--- src/rtl/dfd_pkg.sv ---
package dfd_pkg;
  typedef enum logic {
    REQ_ON_FREE   = 1'b0,
    REQ_ON_FILLED = 1'b1
  } req_mode_e;
endpackage

--- src/rtl/dfd_fifo.sv ---
module dfd_fifo #(
  parameter int DATA_W = 16,
  parameter int DEPTH  = 8,
  localparam int AW    = $clog2(DEPTH),
  localparam int CW    = AW + 1
) (
  input  logic              clk,
  input  logic              rst_n,
  input  logic              flush,
  input  logic              in_valid,
  output logic              in_ready,
  input  logic [DATA_W-1:0] in_data,
  output logic              out_valid,
  input  logic              out_ready,
  output logic [DATA_W-1:0] out_data,
  output logic [CW-1:0]     count,
  output logic              err
);
  logic [DATA_W-1:0] mem [DEPTH];
  logic [AW-1:0]     wr_ptr, rd_ptr;
  logic [CW-1:0]     cnt_q;
  logic              full, empty, push, pop, err_q;

  assign full      = (cnt_q == CW'(DEPTH));
  assign empty     = (cnt_q == '0);
  assign push      = in_valid && !full && !flush;
  assign pop       = out_ready && !empty && !flush;
  assign in_ready  = !full;
  assign out_valid = !empty;
  assign out_data  = mem[rd_ptr];
  assign count     = cnt_q;
  assign err       = err_q;

  always_ff @(posedge clk) begin
    if (push) mem[wr_ptr] <= in_data;
  end

  always_ff @(posedge clk or negedge rst_n) begin
    if (!rst_n) begin
      wr_ptr <= '0;
      rd_ptr <= '0;
      cnt_q  <= '0;
      err_q  <= 1'b0;
    end else begin
      err_q <= !flush && ((in_valid && full) || (out_ready && empty));
      if (flush) begin
        wr_ptr <= '0;
        rd_ptr <= '0;
        cnt_q  <= '0;
      end else begin
        if (push) wr_ptr <= (wr_ptr == AW'(DEPTH - 1)) ? '0 : wr_ptr + 1'b1;
        if (pop)  rd_ptr <= (rd_ptr == AW'(DEPTH - 1)) ? '0 : rd_ptr + 1'b1;
        unique case ({push, pop})
          2'b10:   cnt_q <= cnt_q + 1'b1;
          2'b01:   cnt_q <= cnt_q - 1'b1;
          default: cnt_q <= cnt_q;
        endcase
      end
    end
  end


  no_overflow_chk: assert property (@(posedge clk) disable iff (!rst_n)
    count <= CW'(DEPTH));

  flush_empties_chk: assert property (@(posedge clk) disable iff (!rst_n)
    flush |=> (count == '0));

  full_push_refused_chk: assert property (@(posedge clk) disable iff (!rst_n)
    (full && in_valid && !out_ready && !flush) |=> ($stable(count) && err));

  empty_pop_refused_chk: assert property (@(posedge clk) disable iff (!rst_n)
    (empty && out_ready && !in_valid && !flush) |=> (count == '0 && err));
endmodule

--- src/rtl/dfd_req.sv ---
module dfd_req
  import dfd_pkg::*;
#(
  parameter int        DEPTH = 8,
  parameter int        CW    = 4,
  parameter int        LW    = 3,
  parameter req_mode_e MODE  = REQ_ON_FREE
) (
  input  logic          clk,
  input  logic          rst_n,
  input  logic [CW-1:0] count,
  input  logic [LW-1:0] lvl,
  input  logic          en,
  output logic          req
);
  logic [CW-1:0] measure;
  logic [CW-1:0] thresh;

  assign thresh = CW'(lvl) + CW'(1);

  generate
    if (MODE == REQ_ON_FREE) begin : g_free
      assign measure = CW'(DEPTH) - count;

      empty_tx_requests_chk: assert property (@(posedge clk) disable iff (!rst_n)
        (en && count == '0) |-> req);
    end else begin : g_filled
      assign measure = count;

      full_rx_requests_chk: assert property (@(posedge clk) disable iff (!rst_n)
        (en && count == CW'(DEPTH)) |-> req);
    end
  endgenerate

  assign req = en && (measure >= thresh);


  req_needs_enable_chk: assert property (@(posedge clk) disable iff (!rst_n)
    req |-> en);
endmodule

--- src/rtl/dual_fifo_dma.sv ---
module dual_fifo_dma
  import dfd_pkg::*;
#(
  parameter int DATA_W = 16,
  parameter int DEPTH  = 8,
  localparam int LW    = $clog2(DEPTH),
  localparam int CW    = LW + 1
) (
  input  logic              clk,
  input  logic              rst_n,
  input  logic              tx_in_valid,
  output logic              tx_in_ready,
  input  logic [DATA_W-1:0] tx_in_data,
  output logic              tx_out_valid,
  input  logic              tx_out_ready,
  output logic [DATA_W-1:0] tx_out_data,
  input  logic              rx_in_valid,
  output logic              rx_in_ready,
  input  logic [DATA_W-1:0] rx_in_data,
  output logic              rx_out_valid,
  input  logic              rx_out_ready,
  output logic [DATA_W-1:0] rx_out_data,
  input  logic              tx_flush,
  input  logic              rx_flush,
  input  logic              lvl_wr,
  input  logic [LW-1:0]     tx_lvl_in,
  input  logic [LW-1:0]     rx_lvl_in,
  input  logic              en_wr,
  input  logic              tx_en_in,
  input  logic              rx_en_in,
  output logic [CW-1:0]     tx_cnt,
  output logic [CW-1:0]     rx_cnt,
  output logic              tx_dma_req,
  output logic              rx_dma_req,
  output logic              tx_err,
  output logic              rx_err
);
  logic [LW-1:0] tx_lvl_q, rx_lvl_q;
  logic          tx_en_q, rx_en_q;

  always_ff @(posedge clk or negedge rst_n) begin
    if (!rst_n) begin
      tx_lvl_q <= '1;
      rx_lvl_q <= '1;
      tx_en_q  <= 1'b0;
      rx_en_q  <= 1'b0;
    end else begin
      if (lvl_wr) begin
        tx_lvl_q <= tx_lvl_in;
        rx_lvl_q <= rx_lvl_in;
      end
      if (en_wr) begin
        tx_en_q <= tx_en_in;
        rx_en_q <= rx_en_in;
      end
    end
  end

  dfd_fifo #(.DATA_W(DATA_W), .DEPTH(DEPTH)) u_tx_fifo (
    .clk(clk), .rst_n(rst_n), .flush(tx_flush),
    .in_valid(tx_in_valid), .in_ready(tx_in_ready), .in_data(tx_in_data),
    .out_valid(tx_out_valid), .out_ready(tx_out_ready), .out_data(tx_out_data),
    .count(tx_cnt), .err(tx_err));

  dfd_fifo #(.DATA_W(DATA_W), .DEPTH(DEPTH)) u_rx_fifo (
    .clk(clk), .rst_n(rst_n), .flush(rx_flush),
    .in_valid(rx_in_valid), .in_ready(rx_in_ready), .in_data(rx_in_data),
    .out_valid(rx_out_valid), .out_ready(rx_out_ready), .out_data(rx_out_data),
    .count(rx_cnt), .err(rx_err));

  dfd_req #(.DEPTH(DEPTH), .CW(CW), .LW(LW), .MODE(REQ_ON_FREE)) u_tx_req (
    .clk(clk), .rst_n(rst_n), .count(tx_cnt), .lvl(tx_lvl_q), .en(tx_en_q),
    .req(tx_dma_req));

  dfd_req #(.DEPTH(DEPTH), .CW(CW), .LW(LW), .MODE(REQ_ON_FILLED)) u_rx_req (
    .clk(clk), .rst_n(rst_n), .count(rx_cnt), .lvl(rx_lvl_q), .en(rx_en_q),
    .req(rx_dma_req));


  disable_drops_req_chk: assert property (@(posedge clk) disable iff (!rst_n)
    (en_wr && !tx_en_in && !rx_en_in) |=> (!tx_dma_req && !rx_dma_req));

  flush_isolated_chk: assert property (@(posedge clk) disable iff (!rst_n)
    (tx_flush && !rx_flush && !rx_in_valid && !rx_out_ready) |=> $stable(rx_cnt));
endmodule

--- config.mk ---
export PLATFORM = sky130hd
export DESIGN_NAME = dual_fifo_dma
export DESIGN_NICKNAME = d
export VERILOG_FILES = /design/src/rtl/dfd_pkg.sv /design/src/rtl/dfd_fifo.sv /design/src/rtl/dfd_req.sv /design/src/rtl/dual_fifo_dma.sv
export SDC_FILE = /design/constraint.sdc
export NUM_CORES = 1
export LEC_CHECK = 0
export ABC_AREA = 0
export CAP_MARGIN = 20
export CORE_AREA = 10 10 121 206
export CTS_CLUSTER_SIZE = 20
export DETAILED_ROUTE_END_ITERATION = 10
export DIE_AREA = 0 0 131 216
export GPL_TIMING_DRIVEN = 0
export PLACE_DENSITY = 0.86
export SLEW_MARGIN = 25
export SYNTH_ARGS = -nofsm -noshare
export SYNTH_HDL_FRONTEND = slang
export SYNTH_SLANG_ARGS = --single-unit
--- constraint.sdc ---
create_clock -name clk -period 8.8 [get_ports clk]
set_clock_uncertainty 0.1 [all_clocks]
set_input_delay 1.76 -clock clk [delete_from_list [all_inputs] [get_ports clk]]
set_output_delay 1.76 -clock clk [all_outputs]
set_load 0.01 [all_outputs]
==> summary.md <==
| Metric | Value |
|---|---|
| Total power draw | 3.36 mW |
| Total of fill cells in the finished design | approximately 1,400 |
| H-tree levels | 1 |
| Average routed wire per standard cell | between 20 and 25 µm |
| Post-route ant nets | 0 |
| Worst hold path class | reg -> reg |
| Clock root cell | clkbuf_16 |
| Largest fanout of any net on the critical path | 10 |
| F_max | 0.201 GHz |
| Post-synthesis sequential area ratio | 72.8% |
| Met3 layer wire length in the routed design | around 1400 µm |
| Die Footprint | 0.0283 mm² |
| Largest vdd supply drop | 0.198 mV |
| Cell count after placement | between 1,000 and 1,500 |
| Worst-case hold slack | 0.409 ns |
| Gate count of the mapped netlist | 589 |
| Routed length on met1 | a little under 9000 µm |
| FF-to-FF Start | u_tx_fifo.count[0] |
| Initial antenna violation count | 0 |
| Tcrit/Tclk final | approximately 57% |
| Critical path origin | u_rx_fifo.rd_ptr[0] |
| Largest net degree at the start of global routing | 31 |
| Number of different library cells in the post-synthesis netlist | slightly above 40 |
| Kind of start point of the critical path | flip-flop |
| Hold Buf Count CTS | 0 |
| Std-Cell Core Area | ~0.021 mm² |
| Commonest non-fill, non-tap cell in the layout | edfxtp_1 |
| Time the final worst path needs with I/O delays and setup | 4.98 ns |
| Vias in the first global route | about 6,700 |
| Via count | about 6,000 |
| Count of nets after finishing | between 800 and 900 |
| Initial DRC Count | ~530 |
| Number of enable-type register cells in the synthesized netlist | around 260 |
| Number of pins exceeding their max-slew limit in the final report | 0 |
| Final cell count without fillers | about 1,000 |
| Worst Path Required | just under 7 ns |
| Number of synthesized register bits | roughly 290 |
| Sequential cell area | between 0.008 and 0.009 mm² |
| Synthesized area per cell | between 15 and 20 µm² |
| Final hold violation count | 0 |
| Last weighted congestion value of the routability-driven placer | around 0.76 |
| Post-detailed-route DRC marker count | 0 |
| Flip-flop cell with the highest count after synthesis | edfxtp_1 |
| Max Used Layer | met4 |
| Detailed placer's ending HPWL | 17,800 µm |
| Setup Crit Path Kind | reg -> out |
| Sinks on Clock Net | ~290 |
| Slack of the worst reg-to-reg path | about 5.7 ns |
| Via-to-Cell Ratio | approximately 6 |
| Quantity of I/O buffers inserted on ports | between 90 and 100 |
| DIE WIDTH | 131 µm |
| Row cnt | about 70 |
| Setup violation total in the final timing report | 0 |
| Postcts setup bufs | 0 |
| Growth of design area from synthesis to finish | 20.3% |
| First-pass GRT wire length | about 39,000 µm |
| Initial standard-cell utilization of the core | a little over half |
| Result of the run | finished, final reports clean |
| Ys async rst share | a little over a tenth |
| Die extent in y | ~220 µm |
| Synthesis Warnings | 0 |
| CTS tree | yes |
| Detailed Routing Iterations Pass 1 | 6 |
| Multi-input gate area | just over 0.003 mm² |
| Unrepaired setup endpoints after global routing | no |
| Diode insertion count for antenna repair | 0 |
| Static Leak | 4.69 nW |
| Endpoint of the most critical register-to-register path | u_tx_fifo.count[3] |
| Post-CTS clock slew at the launch and capture registers of the worst setup and hold paths | 0.07 ns |
| Worst-Margin Slew | between 0.8 and 0.9 ns |
| Areal power density over the cells | 241 mW/mm² |
| Max-cap violation count | 0 |
| Worst Setup EP | rx_out_data[9] |
| Global-route usage over all layers | 18.1% |
| Worst slew margin relative to its limit | roughly two fifths |
| Placed standard-cell area | ~0.013 mm² |
| Proportion of layout cells with a drive suffix above 1 | between 20% and 30% |
| Final Cell Area | 0.0140 mm² |
| Post-Route Utilization | approximately two thirds |
| Arrival time of the worst setup path | roughly 3.1 ns |
| Setup total negative slack | 0 ns |
| Worst skew pair latency | 0.51 ns |
| Cts repair resizes | 0 |
| Hold_sp | tx_en_q |
| Synthesized net count | 661 |
| Most used cells in the layout excluding fill and tap cells | 256 x edfxtp_1, 94 x clkdlybuf4s50_1, 64 x mux4_2 |
| Clock buffer depth | 3 |
| Post-placement setup slack | between 4 and 5 ns |
| Top Ports | just under 100 |
| Met2 routed WL | 14,400 µm |
| Area of the mapped netlist | 0.0116 mm² |
| Critical Path Sink Type | output port |
| Global route overflow | 0 |
| Number of buffers created by CTS | 24 |
| Post-route worst setup slack | between 3 and 4 ns |
| Total Wirelength | between 20,000 and 30,000 µm |
| Worst Reg2Reg Path Length in Cells | 10 |
## synthesized netlist by cell type, drive strengths merged, types with 2 or more instances
library cell,n,area share [%]
edfxtp,256,66
mux4,64,12
mux2,40,3.9
nor2,28,0.91
dfrtp,24,5.2
ha,22,2.4
a21oi,18,0.78
clkbuf,18,0.58
nand2,14,0.45
buf,11,0.52
nor3,11,0.47
inv,10,0.32
nand3,8,0.35
xnor2,8,0.60
o21ai,7,0.30
dfstp,6,1.4
nand2b,6,0.32
a21o,5,0.32
mux2i,4,0.35
nor3b,4,0.30
nor2b,3,0.16
or3,3,0.16
xor2,3,0.23
nand3b,2,0.13
o31ai,2,0.13
## power by group
group | switching [mW] | internal, mW | total [mW] | leakage, nW
combinational | 0.364 | 0.416 | 0.779 | 1.61
clock | 0.449 | 0.574 | 1.02 | 0.376
sequential | 0.0332 | 1.52 | 1.56 | 2.70
total | 0.846 | 2.51 | 3.36 | 4.69
## kinds of logic (layout without fill, tap and decap cells)
| logic type | count (synthesis) | in the layout | share of synthesized area, % |
|---|---|---|---|
| xor gates and xnor gates | 11 | 11 | 0.831 |
| DFF | 286 | 286 | 72.8 |
| buffers and inverters | 39 | 203 | 1.42 |
| and+or+nand+nor | 87 | 87 | 3.79 |
| muxes | 108 | 108 | 16.7 |
| adders and majority gates | 22 | 22 | 2.37 |
| AOI/OAI and AO/OA | 36 | 36 | 2.10 |
## worst min path at each step
stage | end | slack [ns] | cells past startpoint
floorplan | rx_en_q | 0.37 | 1
global placement | rx_en_q | 0.39 | 1
detailed placement | tx_en_q | 0.40 | 1
CTS | tx_en_q | 0.41 | 1
global route | rx_en_q | 0.45 | 1
finish | tx_en_q | 0.41 | 1
## worst max-delay path, cell delays in order, from the launching register on
cell	delay (ns)
dfrtp_1	0.36
clkbuf_1	0.39
buf_2	0.48
mux4_2	0.56
mux2_2	0.29
clkdlybuf4s50_1	0.52
## state kept, by name (all words and copies together), names as in the netlist
signal            flops
tx_en_q               1
u_tx_fifo.mem       128
u_rx_fifo.wr_ptr      3
u_tx_fifo.rd_ptr      3
u_rx_fifo.rd_ptr      3
rx_en_q               1
tx_lvl_q              3
u_tx_fifo.err         1
u_tx_fifo.wr_ptr      3
u_rx_fifo.err         1
rx_lvl_q              3
u_rx_fifo.count       4
u_tx_fifo.count       4
u_rx_fifo.mem       128
## metal layers
| layer | vias to the layer above | global-route usage, % |
|---|---|---|
| li1 | 2668 | - |
| met1 | 3167 | 19.9 |
| met2 | 213 | 33.9 |
| met3 | 47 | 3.17 |
| met4 | 0 | 5.44 |
| met5 | - | 0 |
## area by class of cell
type | instances | area share, %
buffer | 29 | 0.914
multi-input combinational | 264 | 21.8
inverter | 10 | 0.269
clock inverter | 10 | 0.529
clock buffer | 33 | 4.91
sequential | 286 | 60.5
timing repair buffer | 121 | 8.41
tap | 292 | 2.62
Note: power is estimated with default switching activity, not from simulation.
